**config.mk**
```make
export PLATFORM = sky130hd
export DESIGN_NAME = wdog_match_top
export DESIGN_NICKNAME = d
export VERILOG_FILES = /design/src/rtl/wdog_pkg.sv /design/src/rtl/wdog_counter.sv /design/src/rtl/wdog_compare.sv /design/src/rtl/wdog_pulse.sv /design/src/rtl/wdog_regs.sv /design/src/rtl/wdog_match_top.sv
export SDC_FILE = /design/constraint.sdc
export NUM_CORES = 1
export LEC_CHECK = 0
export ABC_AREA = 0
export CAP_MARGIN = 20
export CORE_UTILIZATION = 53
export DETAILED_ROUTE_END_ITERATION = 16
export GPL_ROUTABILITY_DRIVEN = 0
export PLACE_DENSITY = 0.8
export SLEW_MARGIN = 20
export SYNTH_ARGS = -nofsm -noshare
export SYNTH_HDL_FRONTEND = slang
export SYNTH_SLANG_ARGS = --single-unit
```
**constraint.sdc**
```tcl
create_clock -name clk -period 2.2 [get_ports clk]
set_input_delay 0.33 -clock clk [delete_from_list [all_inputs] [get_ports clk]]
set_output_delay 0.33 -clock clk [all_outputs]
set_load 0.005 [all_outputs]
```
**src/rtl/wdog_pkg.sv**
```systemverilog
package wdog_pkg;
  typedef enum logic [1:0] {
    WA_COUNT = 2'd0,
    WA_MATCH = 2'd1,
    WA_CTRL  = 2'd2,
    WA_SPARE = 2'd3
  } wa_e;
endpackage

```
**src/rtl/wdog_counter.sv**
```systemverilog
module wdog_counter #(
  parameter int CNT_W = 32
) (
  input  logic             clk,
  input  logic             rst,
  input  logic             tick,
  output logic [CNT_W-1:0] cnt_q
);
  always_ff @(posedge clk) begin
    if (rst)       cnt_q <= '0;
    else if (tick) cnt_q <= cnt_q + CNT_W'(1);
  end

  AST_CNT_ADVANCE: assert property (@(posedge clk) disable iff (rst)
    tick |=> (cnt_q == CNT_W'($past(cnt_q) + CNT_W'(1))));
  AST_CNT_HOLD: assert property (@(posedge clk) disable iff (rst)
    !tick |=> $stable(cnt_q));
endmodule

```
**src/rtl/wdog_compare.sv**
```systemverilog
module wdog_compare #(
  parameter int CNT_W = 32
) (
  input  logic             clk,
  input  logic             rst,
  input  logic             tick,
  input  logic             armed,
  input  logic             ld_match,
  input  logic [CNT_W-1:0] ld_value,
  input  logic [CNT_W-1:0] cnt_q,
  output logic [CNT_W-1:0] match_q,
  output logic             hit
);
  always_ff @(posedge clk) begin
    if (rst)           match_q <= '0;
    else if (ld_match) match_q <= ld_value;
  end

  assign hit = tick && armed && (cnt_q == match_q);

  AST_MATCH_LOAD: assert property (@(posedge clk) disable iff (rst)
    ld_match |=> (match_q == $past(ld_value)));
  AST_MATCH_KEEP: assert property (@(posedge clk) disable iff (rst)
    !ld_match |=> $stable(match_q));
endmodule

```
**src/rtl/wdog_pulse.sv**
```systemverilog
module wdog_pulse #(
  parameter int PULSE_CYC = 4
) (
  input  logic clk,
  input  logic rst,
  input  logic hit,
  output logic req_q
);
  localparam int PW = $clog2(PULSE_CYC + 1);

  logic [PW-1:0] left_q;

  always_ff @(posedge clk) begin
    if (rst) begin
      left_q <= '0;
      req_q  <= 1'b0;
    end else if (hit) begin
      left_q <= PW'(PULSE_CYC);
      req_q  <= 1'b1;
    end else begin
      if (left_q != '0) left_q <= left_q - PW'(1);
      req_q <= (left_q > PW'(1));
    end
  end

  AST_HIT_RAISES: assert property (@(posedge clk) disable iff (rst)
    hit |=> req_q);
  AST_IDLE_LOW: assert property (@(posedge clk) disable iff (rst)
    (!hit && left_q == '0) |=> !req_q);
endmodule

```
**src/rtl/wdog_regs.sv**
```systemverilog
module wdog_regs
  import wdog_pkg::*;
#(
  parameter int CNT_W = 32
) (
  input  logic             clk,
  input  logic             rst,
  input  logic             wr_en,
  input  logic [1:0]       wr_addr,
  input  logic             wr_bit0,
  input  logic [1:0]       rd_addr,
  input  logic [CNT_W-1:0] cnt_q,
  input  logic [CNT_W-1:0] match_q,
  output logic             en_q,
  output logic [CNT_W-1:0] rd_q
);
  logic set_en;
  logic [CNT_W-1:0] rd_nxt;

  assign set_en = wr_en && (wr_addr == WA_CTRL) && wr_bit0;

  always_ff @(posedge clk) begin
    if (rst)         en_q <= 1'b0;
    else if (set_en) en_q <= 1'b1;
  end

  always_comb begin
    case (wa_e'(rd_addr))
      WA_COUNT: rd_nxt = cnt_q;
      WA_MATCH: rd_nxt = match_q;
      WA_CTRL:  rd_nxt = {{(CNT_W-1){1'b0}}, en_q};
      default:  rd_nxt = '0;
    endcase
  end

  always_ff @(posedge clk) begin
    if (rst) rd_q <= '0;
    else     rd_q <= rd_nxt;
  end

  AST_EN_STICKY: assert property (@(posedge clk) disable iff (rst)
    en_q |=> en_q);
  AST_EN_SET_SRC: assert property (@(posedge clk) disable iff (rst)
    $rose(en_q) |-> $past(set_en));
endmodule

```
**src/rtl/wdog_match_top.sv**
```systemverilog
module wdog_match_top
  import wdog_pkg::*;
#(
  parameter int CNT_W     = 32,
  parameter int PULSE_CYC = 4
) (
  input  logic             clk,
  input  logic             rst,
  input  logic             cnt_tick,
  input  logic             wr_en,
  input  logic [1:0]       wr_addr,
  input  logic [CNT_W-1:0] wr_data,
  input  logic [1:0]       rd_addr,
  output logic [CNT_W-1:0] rd_data,
  output logic             rst_req
);
  logic [CNT_W-1:0] cnt_q;
  logic [CNT_W-1:0] match_q;
  logic             en_q;
  logic             hit;
  logic             ld_match;

  assign ld_match = wr_en && (wr_addr == WA_MATCH);

  wdog_counter #(.CNT_W(CNT_W)) u_cnt (
    .clk   (clk),
    .rst   (rst),
    .tick  (cnt_tick),
    .cnt_q (cnt_q)
  );

  wdog_compare #(.CNT_W(CNT_W)) u_cmp (
    .clk      (clk),
    .rst      (rst),
    .tick     (cnt_tick),
    .armed    (en_q),
    .ld_match (ld_match),
    .ld_value (wr_data),
    .cnt_q    (cnt_q),
    .match_q  (match_q),
    .hit      (hit)
  );

  wdog_pulse #(.PULSE_CYC(PULSE_CYC)) u_pls (
    .clk   (clk),
    .rst   (rst),
    .hit   (hit),
    .req_q (rst_req)
  );

  wdog_regs #(.CNT_W(CNT_W)) u_regs (
    .clk     (clk),
    .rst     (rst),
    .wr_en   (wr_en),
    .wr_addr (wr_addr),
    .wr_bit0 (wr_data[0]),
    .rd_addr (rd_addr),
    .cnt_q   (cnt_q),
    .match_q (match_q),
    .en_q    (en_q),
    .rd_q    (rd_data)
  );

  AST_REQ_NEEDS_EN: assert property (@(posedge clk) disable iff (rst)
    $rose(rst_req) |-> en_q);
  AST_REQ_NEEDS_TICK: assert property (@(posedge clk) disable iff (rst)
    $rose(rst_req) |-> $past(cnt_tick));
  AST_RESET_QUIET: assert property (@(posedge clk)
    rst |=> (!rst_req && rd_data == '0));
endmodule

```
==> impl_metrics.json <==
{
  "outcome": "finished, final reports clean",
  "tightest_slew_ps": 747,
  "grt_first_pass_wirelength_microns": 16400,
  "power_density_nw_per_um2": 660,
  "drt-pass1-iter-count": 4,
  "clk_pin_slew_ps": 100,
  "gr-usage-met3_pct": 3.94,
  "cp_top_family": "simple AND/OR/NAND/NOR gates",
  "synth_fa_ha_area_share_pct": 1.15,
  "hold_path_class": "reg -> reg",
  "period_needed_ps": 1860,
  "critPathKind": "reg -> reg",
  "final_cells": 657,
  "dp_slack_ps": 80.3,
  "wl_per_cell_microns": 14.8,
  "ctsHtreeMaxLevel": 3,
  "internal-power_w": 0.00265,
  "synth_top_cells_by_count": "dfxtp_1, nand2_1, nor2_1, xnor2_1, a21oi_1",
  "grt_util_met2_pct": 40.5,
  "cts_tree": "yes",
  "hold_buffers": 0,
  "finalHoldViolCount": 0,
  "std_cell_rows": 32,
  "coreArea_sq_um": 7810,
  "rsz0062_at_grt": "false",
  "cp.arrival_ps": 2100,
  "grt_pass1_vias": 3379,
  "cts-root-buf": "clkbuf_8",
  "p_clk_share_pct": 35.0,
  "syn_inst": 494,
  "grt_use_total_pct": 24.3,
  "seqPwrFrac_pct": 54.5,
  "synth_area_sq_um": 4340,
  "start_util_pct": 55.6,
  "io_pins": 73,
  "yosys.area.top_type": "dfxtp_1",
  "synth_top_area_share_pct": 46.6,
  "cp_slowest_cell": "dfxtp_1",
  "cp_max_fo": 15,
  "startpoint_type": "register",
  "netSwitchingPower_w": 0.000850,
  "grt_overflow": 0,
  "drv_slew": 0,
  "cts_setup_buffers": 0,
  "vias_per_cell": 5.35,
  "wl_microns": 9730,
  "synthTopCellsByArea": "dfxtp_1, xnor2_1, mux2i_1",
  "finalSetupViolCount": 0,
  "async_flop_share_pct": 0,
  "cts_buffers": 9,
  "place_hpwl_microns": 6840,
  "port_buffers": 72,
  "worstPathRequired_ps": 2440,
  "fin_nets": 594,
  "cts_resized": 0,
  "cts_sinks": 101,
  "synth_xor_area_share_pct": 12.1,
  "antenna_left": 0,
  "synth_seq_cells": 101,
  "fmax_mhz": 538,
  "power.leakage_nw": 1.93,
  "placed_cells": 641,
  "fp.dieH_microns": 92.5,
  "setup_slack_ps": 341,
  "tns_ps": 0,
  "yosysUniqueCellTypes": 32,
  "placed_cell_area_sq_um": 5100,
  "p_comb_share_pct": 10.4,
  "die_w_microns": 92.5,
  "synth_most_common_cell": "dfxtp_1",
  "area_growth_pct": 22.4,
  "cp.buffers_inverters": 0,
  "yosysSeqAreaShare_pct": 46.6,
  "drv_cap": 0,
  "drc": 0,
  "antenna_found_initial": 0,
  "slew_headroom_pct": 50.2,
  "clock_skew_ps": 11.7,
  "clk_latency_ps": 370,
  "grt_start_max_net_pins": 71,
  "finalCritPeriodShare_pct": 84.5,
  "drtIter0Drc": 204,
  "synth_simple_gate_area_share_pct": 23.1,
  "fin_util_pct": 68.0,
  "synth_compound_area_share_pct": 5.39,
  "busiest_layer": "met2",
  "muxShareOfSynthArea_pct": 7.84,
  "crit_path_cell_trace": "and4_4 > nand4_4 > nor4_1 > xnor2_1 > nor2_1",
  "fin_area_sq_um": 5310,
  "switching_share_pct": 24.3,
  "irDropWorstVdd_mv": 0.359,
  "design.die.area_sq_um": 8550,
  "synth-warning-count": 0,
  "syn_area_per_cell_sq_um": 8.78,
  "synth-edff-count": 0,
  "synthFlopType": "dfxtp_1",
  "use_met1_pct": 31.6,
  "synth_top_family_by_area": "simple AND/OR/NAND/NOR gates",
  "vias": 3512,
  "clockBufferDepth": 2,
  "drive_above_1_share_pct": 6.49,
  "syn_nets": 538,
  "max_stage_delay_ps": 470,
  "num_antenna_cells": 0,
  "critPathCaptureType": "register"
}
==> state kept, by name, indices dropped and copies added, names as in the netlist <==
name,flops
u_pls.left_q,3
u_cmp.match_q,32
u_pls.req_q,1
u_regs.rd_q,32
u_regs.en_q,1
u_cnt.cnt_q,32
==> layout make-up <==
type / instances / area [sq um]
Inverter: 6 / 22.5
Sequential cell: 101 / 2020
Timing Repair Buffer: 79 / 776
Fill cell: 632 / 2500
Multi-Input combinational cell: 353 / 2150
Clock buffer: 12 / 155
Tap cell: 102 / 128
Clock inverter: 4 / 55.1
==> power by group through the flow <==
stage               sequential [W]  combinational, W  clock (W)
floorplan                  0.00195          0.000222          0
global placement           0.00195          0.000350          0
detailed placement         0.00195          0.000366          0
CTS                        0.00191          0.000369    0.00124
global route               0.00192          0.000410    0.00132
finish                     0.00191          0.000365    0.00123
==> cell families (layout without fill, tap and decap cells) <==
kind of cell / count (synthesis) / count (layout)
xor gates and xnor gates: 60 / 60
AOI/OAI and AO/OA: 45 / 45
muxes: 34 / 34
DFF: 101 / 101
and+or+nand+nor: 210 / 210
buffers and inverters: 40 / 101
adders and majority gates: 4 / 4
==> layer usage <==
metal | part of all wire, % | up-vias
met3 | 5.4 | 14
li1 | - | 1746
met4 | 1.8 | 0
met5 | 0 | -
met1 | 45 | 1665
met2 | 48 | 87
==> worst min-delay path, cell delays in order (launching register included) <==
cell	delay, ps
dfxtp_1	340
nand2_1	60
a21oi_1	50
==> placed cells by master, fill, tap and decap left out, types with 6 or more instances in the layout <==
cell	n
a21oi_1	38
buf_4	6
clkbuf_8	11
clkdlybuf4s50_1	70
dfxtp_1	101
inv_1	6
mux2i_1	34
nand2_1	81
nand3_1	13
nand4_1	11
nor2_1	63
nor3_1	9
nor4_1	7
xnor2_1	43
xor2_1	17
==> path summary, 6_finish.rpt <==
path / startpoint / end / slack [ps] / depth (start not counted)
max: u_cnt.cnt_q[7]$_SDFFE_PP0P_ / u_cnt.cnt_q[26]$_SDFFE_PP0P_ / 340 / 5
max reg2reg: u_cnt.cnt_q[7]$_SDFFE_PP0P_ / u_cnt.cnt_q[26]$_SDFFE_PP0P_ / 340 / 5
min: u_cmp.match_q[18]$_SDFFE_PP0P_ / u_cmp.match_q[18]$_SDFFE_PP0P_ / 490 / 2
min reg2reg: u_cmp.match_q[18]$_SDFFE_PP0P_ / u_cmp.match_q[18]$_SDFFE_PP0P_ / 490 / 2
==> through the flow <==
| stage | hold WS, ps | total power, W |
|---|---|---|
| after global placement | 471 | 0.00230 |
| after detailed placement | 477 | 0.00232 |
| after CTS | 489 | 0.00352 |
| after global routing | 493 | 0.00365 |
| after floorplan | 460 | 0.00217 |
| final | 488 | 0.00350 |
Power figures use the tool's default switching activity.
